<file path="src/rtl/brel_pkg.sv">
package brel_pkg;

  typedef enum logic [2:0] {
    ST_OWNED,
    ST_WAIT_DONE,
    ST_PARK_HIGH,
    ST_RELEASED,
    ST_RECLAIM_CTRL,
    ST_RECLAIM_GRANT,
    ST_RECLAIM_ADDR
  } brelState_e;

  // One-edge strobes from control to the output registers.
  typedef struct packed {
    logic addrOff;
    logic addrOn;
    logic ctrlOff;
    logic ctrlOn;
    logic grantOn;
    logic grantOff;
  } brelStrobe_t;

endpackage

</file>
<file path="src/rtl/brel_ctrl.sv">
module brel_ctrl
  import brel_pkg::*;
#(
  parameter int PARK_CYCLES = 2
) (
  input  logic        clk,
  input  logic        rstN,
  input  logic        relReqN,
  input  logic        cycleDone,
  input  logic        prechDone,
  output brelStrobe_t stb,
  output logic        busIdle
);

  localparam int CW = (PARK_CYCLES > 1) ? $clog2(PARK_CYCLES) : 1;
  localparam logic [CW-1:0] LAST = CW'(PARK_CYCLES - 1);

  brelState_e stateQ, stateD;
  logic [CW-1:0] cntQ, cntD;
  logic phaseQ;  // 1: this edge is a fall slot
  logic fallSlot;

  assign fallSlot = phaseQ;

  always_ff @(posedge clk or negedge rstN) begin
    if (!rstN) begin
      stateQ <= ST_OWNED;
      cntQ   <= '0;
      phaseQ <= 1'b0;
    end else begin
      stateQ <= stateD;
      cntQ   <= cntD;
      phaseQ <= ~phaseQ;
    end
  end

  always_comb begin
    stateD = stateQ;
    cntD   = cntQ;
    stb    = '0;
    unique case (stateQ)
      ST_OWNED: begin
        if (fallSlot && !relReqN) stateD = ST_WAIT_DONE;
      end
      ST_WAIT_DONE: begin
        if (fallSlot) begin
          if (relReqN) stateD = ST_OWNED;
        end else if (cycleDone && prechDone) begin
          stateD      = ST_PARK_HIGH;
          cntD        = '0;
          stb.addrOff = 1'b1;
        end
      end
      ST_PARK_HIGH: begin
        if (fallSlot) begin
          if (cntQ == '0) stb.grantOn = 1'b1;
        end else if (cntQ == LAST) begin
          stateD      = ST_RELEASED;
          stb.ctrlOff = 1'b1;
        end else begin
          cntD = cntQ + CW'(1);
        end
      end
      ST_RELEASED: begin
        if (fallSlot && relReqN) stateD = ST_RECLAIM_CTRL;
      end
      ST_RECLAIM_CTRL: begin
        if (!fallSlot) begin
          stb.ctrlOn = 1'b1;
          stateD     = ST_RECLAIM_GRANT;
        end
      end
      ST_RECLAIM_GRANT: begin
        if (fallSlot) begin
          stb.grantOff = 1'b1;
          stateD       = ST_RECLAIM_ADDR;
        end
      end
      ST_RECLAIM_ADDR: begin
        if (!fallSlot) begin
          stb.addrOn = 1'b1;
          stateD     = ST_OWNED;
        end
      end
      default: stateD = ST_OWNED;
    endcase
  end

  assign busIdle = (stateQ == ST_OWNED);

  AST_ACCEPT_ON_FALL: assert property (@(posedge clk) disable iff (!rstN)
    (stateQ == ST_WAIT_DONE && $past(stateQ) == ST_OWNED) |-> ($past(phaseQ) && !$past(relReqN))) else $error("accept outside fall slot");

  AST_ABANDON_TO_OWNED: assert property (@(posedge clk) disable iff (!rstN)
    (stateQ == ST_OWNED && $past(stateQ) == ST_WAIT_DONE) |-> $past(relReqN)) else $error("bad abandon");

endmodule

</file>
<file path="src/rtl/brel_datapath.sv">
module brel_datapath
  import brel_pkg::*;
#(
  parameter int PARK_CYCLES = 2
) (
  input  logic        clk,
  input  logic        rstN,
  input  brelStrobe_t stb,
  input  logic        refPending,
  output logic        grantN,
  output logic        addrDataEn,
  output logic        ctrlEn,
  output logic        ctrlParkHigh,
  output logic        refWaitReq
);

  localparam int PW = $clog2(2 * PARK_CYCLES + 2);
  localparam logic [PW-1:0] MIN_PARK = PW'(2 * PARK_CYCLES);

  logic grantNQ, addrEnQ, ctrlEnQ, parkQ;
  logic [PW-1:0] parkTicks;

  always_ff @(posedge clk or negedge rstN) begin
    if (!rstN) begin
      grantNQ <= 1'b1;
      addrEnQ <= 1'b1;
      ctrlEnQ <= 1'b1;
      parkQ   <= 1'b0;
    end else begin
      if (stb.grantOn)  grantNQ <= 1'b0;
      if (stb.grantOff) grantNQ <= 1'b1;
      if (stb.addrOff) begin
        addrEnQ <= 1'b0;
        parkQ   <= 1'b1;
      end
      if (stb.addrOn) begin
        addrEnQ <= 1'b1;
        parkQ   <= 1'b0;
      end
      if (stb.ctrlOff) ctrlEnQ <= 1'b0;
      if (stb.ctrlOn)  ctrlEnQ <= 1'b1;
    end
  end

  // Edges spent driving strobes high while still enabled (guards R5).
  always_ff @(posedge clk or negedge rstN) begin
    if (!rstN)                           parkTicks <= '0;
    else if (!parkQ)                     parkTicks <= '0;
    else if (ctrlEnQ && parkTicks != '1) parkTicks <= parkTicks + PW'(1);
  end

  assign grantN       = grantNQ;
  assign addrDataEn   = addrEnQ;
  assign ctrlEn       = ctrlEnQ;
  assign ctrlParkHigh = parkQ;
  assign refWaitReq   = refPending && !addrEnQ;

  AST_GRANT_AFTER_ADDR_FLOAT: assert property (@(posedge clk) disable iff (!rstN)
    !grantNQ |-> !addrEnQ) else $error("grant with address driven");

  AST_CTRL_FLOAT_AFTER_GRANT: assert property (@(posedge clk) disable iff (!rstN)
    !ctrlEnQ |-> !grantNQ) else $error("strobes float before grant");

  AST_PARK_BEFORE_FLOAT: assert property (@(posedge clk) disable iff (!rstN)
    $fell(ctrlEnQ) |-> (parkTicks >= MIN_PARK)) else $error("park window too short");

  AST_ADDR_AFTER_GRANT_OFF: assert property (@(posedge clk) disable iff (!rstN)
    $rose(addrEnQ) |-> ($past(grantNQ) && ctrlEnQ)) else $error("address back too early");

  AST_GRANT_OFF_ORDER: assert property (@(posedge clk) disable iff (!rstN)
    $rose(grantNQ) |-> (ctrlEnQ && !addrEnQ)) else $error("grant release order");

endmodule

</file>
<file path="src/rtl/bus_release_arb.sv">
module bus_release_arb #(
  parameter int PARK_CYCLES = 2
) (
  input  logic clk,
  input  logic rstN,
  input  logic relReqN,
  input  logic cycleDone,
  input  logic prechDone,
  input  logic refPending,
  output logic grantN,
  output logic addrDataEn,
  output logic ctrlEn,
  output logic ctrlParkHigh,
  output logic refWaitReq,
  output logic busIdle
);

  brel_pkg::brelStrobe_t stb;

  brel_ctrl #(.PARK_CYCLES(PARK_CYCLES)) uCtrl (
    .clk       (clk),
    .rstN      (rstN),
    .relReqN   (relReqN),
    .cycleDone (cycleDone),
    .prechDone (prechDone),
    .stb       (stb),
    .busIdle   (busIdle)
  );

  brel_datapath #(.PARK_CYCLES(PARK_CYCLES)) uDp (
    .clk          (clk),
    .rstN         (rstN),
    .stb          (stb),
    .refPending   (refPending),
    .grantN       (grantN),
    .addrDataEn   (addrDataEn),
    .ctrlEn       (ctrlEn),
    .ctrlParkHigh (ctrlParkHigh),
    .refWaitReq   (refWaitReq)
  );

  AST_IDLE_MEANS_OWNED: assert property (@(posedge clk) disable iff (!rstN)
    busIdle |-> (grantN && addrDataEn && ctrlEn)) else $error("idle while handing over");

  AST_RELEASE_NEEDS_DONE: assert property (@(posedge clk) disable iff (!rstN)
    $fell(addrDataEn) |-> ($past(cycleDone) && $past(prechDone))) else $error("released mid cycle");

  AST_REFWAIT_ONLY_AWAY: assert property (@(posedge clk) disable iff (!rstN)
    refWaitReq |-> !addrDataEn) else $error("refresh request while owned");

endmodule

</file>
<file path="config.mk">
export PLATFORM = sky130hd
export DESIGN_NAME = bus_release_arb
export DESIGN_NICKNAME = d
export VERILOG_FILES = /design/src/rtl/brel_pkg.sv /design/src/rtl/brel_ctrl.sv /design/src/rtl/brel_datapath.sv /design/src/rtl/bus_release_arb.sv
export SDC_FILE = /design/constraint.sdc
export NUM_CORES = 1
export LEC_CHECK = 0
export BUFFER_PORTS_ARGS = -buffer_cell sky130_fd_sc_hd__buf_2
export CAP_MARGIN = 25
export CORE_AREA = 2 2 39 41
export DETAILED_ROUTE_END_ITERATION = 8
export DIE_AREA = 0 0 41 43
export GPL_TIMING_DRIVEN = 0
export RECOVER_POWER = 50
export SLEW_MARGIN = 20
export SYNTH_ARGS = -nofsm -noshare
export SYNTH_HDL_FRONTEND = slang
export SYNTH_SLANG_ARGS = --single-unit
</file>
<file path="constraint.sdc">
create_clock -name clk -period 1.9 [get_ports clk]
set_clock_uncertainty 0.05 [all_clocks]
set_input_delay 0.285 -clock clk [delete_from_list [all_inputs] [get_ports clk]]
set_output_delay 0.285 -clock clk [all_outputs]
set_load 0.05 [all_outputs]
</file>
==> impl_metrics.env <==
export IMPL_run_status="completed"
export IMPL_count_of_cells_along_the_worst_register_to_register_path=5
export IMPL_critical_path_max_stage_delay_ps=410
export IMPL_multi_input_comb_area_um2=244.0
export IMPL_dp_hpwl_um=749.7
export IMPL_final_hold_viol_count=0
export IMPL_max_slew_margin_rel=0.6108
export IMPL_num_vias=422
export IMPL_cp_common_cell="sky130_fd_sc_hd__buf_2"
export IMPL_net_count_after_synthesis=56
export IMPL_grt_antenna_before_repair=0
export IMPL_worst_endpoint_arrival_ps=1380
export IMPL_maxCapViolCount=0
export IMPL_io_buffers=11
export IMPL_crit_required_ps=1560
export IMPL_whs_ps=296.4
export IMPL_mappedNetlistArea_um2=509.2
export IMPL_syn2layout_area_growth_pct=22.60
export IMPL_setup_viol=0
export IMPL_wirelength_um=1061
export IMPL_number_of_pins_with_negative_max_slew_slack_in_the_final_report=0
export IMPL_cpMaxStageDelayCell="sky130_fd_sc_hd__dfrtp_1"
export IMPL_cp_start_kind="flop"
export IMPL_yosysSeqAreaShare=0.4496
export IMPL_detailedRoute_firstIterationViolations=3
export IMPL_clk_path_buf_depth=2
export IMPL_min_path_cells=4
export IMPL_synth_ff_latch_count=9
export IMPL_grt_pass1_vias=393
export IMPL_antenna_cells=0
export IMPL_final_setup_tns_ps=0
export IMPL_timing_hold_worst_class="in -> reg"
export IMPL_synth_cell_type_count=26
export IMPL_routed_wire_length_per_instance_um=12.94
export IMPL_critical_path_cell_chain="buf_2 -> nor3_4 -> buf_2"
export IMPL_total_power_mw=1.141
export IMPL_post_route_minimum_period_ps=1711
export IMPL_irDropWorstVdd_v=0.0008359
export IMPL_starting_density=0.3680
export IMPL_globalplace_congestion=0.7869
export IMPL_drt_antenna_violating_nets=0
export IMPL_path_max_fanout=10
export IMPL_worstPathBufferInverterCount=2
export IMPL_floorplan_die_area_mm2=0.001763
export IMPL_syn_area_per_cell_um2=10.18
export IMPL_drive_above_1_share=0.3485
export IMPL_remaining_overflow_grt=0
export IMPL_die_x_um=41
export IMPL_drc=0
export IMPL_worst_slew_pin_transition_ps=586.3
export IMPL_row_count=14
export IMPL_setup_repair_after_global_routing_missed_its_margin="false"
export IMPL_clock_latency_ps=270
export IMPL_regToRegStartpoint="uCtrl.stateQ[1]$_DFFE_PN0P_"
export IMPL_crit_path_end_kind="output port"
export IMPL_seqCellArea_um2=229.0
export IMPL_die_h_um=43
export IMPL_cts_root_buffer_cell="sky130_fd_sc_hd__clkbuf_4"
export IMPL_r2r_setup_slack_ps=210
export IMPL_globalRouteTotalUtil=0.1547
export IMPL_nNetsFinal=73
export IMPL_synth_cells=50
export IMPL_crit_reg2reg_capture="uCtrl.stateQ[0]$_DFFE_PN0P_"
export IMPL_post_route_period_util=0.9008
export IMPL_fill_cells=147
export IMPL_numCtsBuffers=3
export IMPL_maxClockFrequency_ghz=0.5843
export IMPL_ys_warnings_count=0
export IMPL_worst_setup_path_endpoint="busIdle"
export IMPL_clock_tree_from_tritoncts="done"
export IMPL_cts_htree_levels=1
export IMPL_p_leak_nw=0.2721
export IMPL_global_route_wire_length_before_repair_um=1759
export IMPL_path_clk_slew_ps=60
export IMPL_io_pins=12
export IMPL_cell_family_contributing_the_most_delay_on_the_critical_path="buffers and inverters"
export IMPL_grt_start_max_net_pins=11
export IMPL_crit_cells=3
export IMPL_critPathLaunch="uCtrl.stateQ[0]$_DFFE_PN0P_"
export IMPL_power_per_cell_area_mw_per_mm2=1828
export IMPL_drt_vias_per_instance=5.146
export IMPL_worst_setup_path_type="reg -> out"
export IMPL_clock_sinks=9
export IMPL_firstDrtPassIters=4
export IMPL_core_mm2=0.001384
[through the flow]
step,instance area [um^2],std cells,util,setup WS [ps]
floorplan,515.5,50,-,141.2
global placement,590.6,77,0.4268,218.0
detailed placement,590.6,77,0.4268,226.9
CTS,626.9,82,0.4530,166.8
global route,624.3,82,0.4512,121.8
finish,624.3,82,0.4512,188.6
[repair_timing]
item,CTS,global route
gates resized for setup,0,0
hold buffers,1,0
setup buffers,0,0
endpoints found under the hold margin,6,0
[worst min-delay path: cells and delay by family]
family | cells | cell delay [ps]
AO/OA/AOI/OAI | 1 | 50
buffers and inverters | 1 | 100
AND/OR/NAND/NOR | 2 | 150
[final cells by class]
type | count | area share
plain buffers | 4 | 0.05010
multi-input cells | 34 | 0.3908
clock buffers | 4 | 0.04208
flip-flops and latches | 9 | 0.3667
inverters | 3 | 0.01804
well taps | 16 | 0.03206
repair buffers | 12 | 0.1002
[cells by family after synthesis]
family | Yosys count | synth area share
and+or+nand+nor | 18 | 0.2040
AOI/OAI and AO/OA | 14 | 0.2187
DFF | 9 | 0.4496
buffers and inverters | 7 | 0.08352
muxes | 2 | 0.04422
[how the worst min path moves through the flow]
stage	endpoint	slack, ps	startpoint
after floorplan	uCtrl.cntQ$_DFFE_PN0P_	-60	rstN
after global placement	uDp.ctrlParkHigh$_DFFE_PN0P_	100	rstN
after detailed placement	uDp.ctrlParkHigh$_DFFE_PN0P_	100	rstN
after CTS	uCtrl.cntQ$_DFFE_PN0P_	280	prechDone
after global routing	uDp.addrDataEn$_DFFE_PN1P_	330	prechDone
final	uCtrl.cntQ$_DFFE_PN0P_	300	prechDone
[registers in the layout, summed over array words and instances (netlist names)]
name / count
uCtrl.fallSlot: 1
uDp.ctrlEn: 1
uDp.grantN: 1
uCtrl.stateQ: 3
uDp.addrDataEn: 1
uDp.ctrlParkHigh: 1
uCtrl.cntQ: 1
[power by group]
group	switching [mW]	internal [mW]
registers	0.0716	0.285
clock network	0.0721	0.0812
logic	0.420	0.211
total	0.564	0.577
[cells in the final DEF, fill, tap and decap left out, drive strengths merged]
cell type	Yosys	routed
o41ai	1	1
buf	3	12
nor2b	3	3
or4	1	1
dfstp	3	3
o22ai	1	1
o311ai	1	1
clkbuf	1	7
nor2	5	5
inv	3	3
o21ai	1	1
o211ai	1	1
nor3	2	2
a21oi	6	6
nor3b	1	1
mux2	2	2
nand2	3	3
o31a	1	1
nand3	1	1
dlygate4sd3	0	1
a311oi	1	1
a22o	1	1
dfrtp	6	6
nand4	1	1
and4	1	1
[synthesized netlist by cell type]
cell                       n  area share
sky130_fd_sc_hd__o311ai_2  1       0.032
sky130_fd_sc_hd__o41ai_1   1       0.017
sky130_fd_sc_hd__clkbuf_1  1      0.0074
sky130_fd_sc_hd__nand2_1   3       0.022
sky130_fd_sc_hd__dfstp_2   3        0.15
sky130_fd_sc_hd__a22o_1    1       0.017
sky130_fd_sc_hd__nor3_2    1       0.020
sky130_fd_sc_hd__dfrtp_1   6        0.29
sky130_fd_sc_hd__nand3_2   1       0.020
sky130_fd_sc_hd__or4_1     1       0.015
sky130_fd_sc_hd__a21oi_1   6       0.059
sky130_fd_sc_hd__o22ai_1   1       0.012
sky130_fd_sc_hd__a311oi_2  1       0.029
sky130_fd_sc_hd__nor2b_1   3       0.037
sky130_fd_sc_hd__o211ai_2  1       0.025
sky130_fd_sc_hd__mux2_1    2       0.044
sky130_fd_sc_hd__o31a_1    1       0.017
sky130_fd_sc_hd__nand4_1   1       0.012
sky130_fd_sc_hd__buf_6     2       0.044
sky130_fd_sc_hd__inv_1     3       0.022
sky130_fd_sc_hd__buf_2     1      0.0098
sky130_fd_sc_hd__and4_1    1       0.017
sky130_fd_sc_hd__o21ai_0   1      0.0098
sky130_fd_sc_hd__nor3_1    1      0.0098
sky130_fd_sc_hd__nor3b_1   1       0.015
sky130_fd_sc_hd__nor2_1    5       0.037
[routing by layer]
| layer | GRT usage | part of all wire | up-vias | routed length (um) |
|---|---|---|---|---|
| met5 | 0 | 0 | - | 0 |
| met4 | 0.08000 | 0.0085 | 0 | 9 |
| met3 | 0.07853 | 0.043 | 2 | 46 |
| met1 | 0.1941 | 0.48 | 200 | 505 |
| li1 | - | - | 214 | - |
| met2 | 0.2094 | 0.47 | 6 | 500 |
Power figures use the tool's default switching activity.
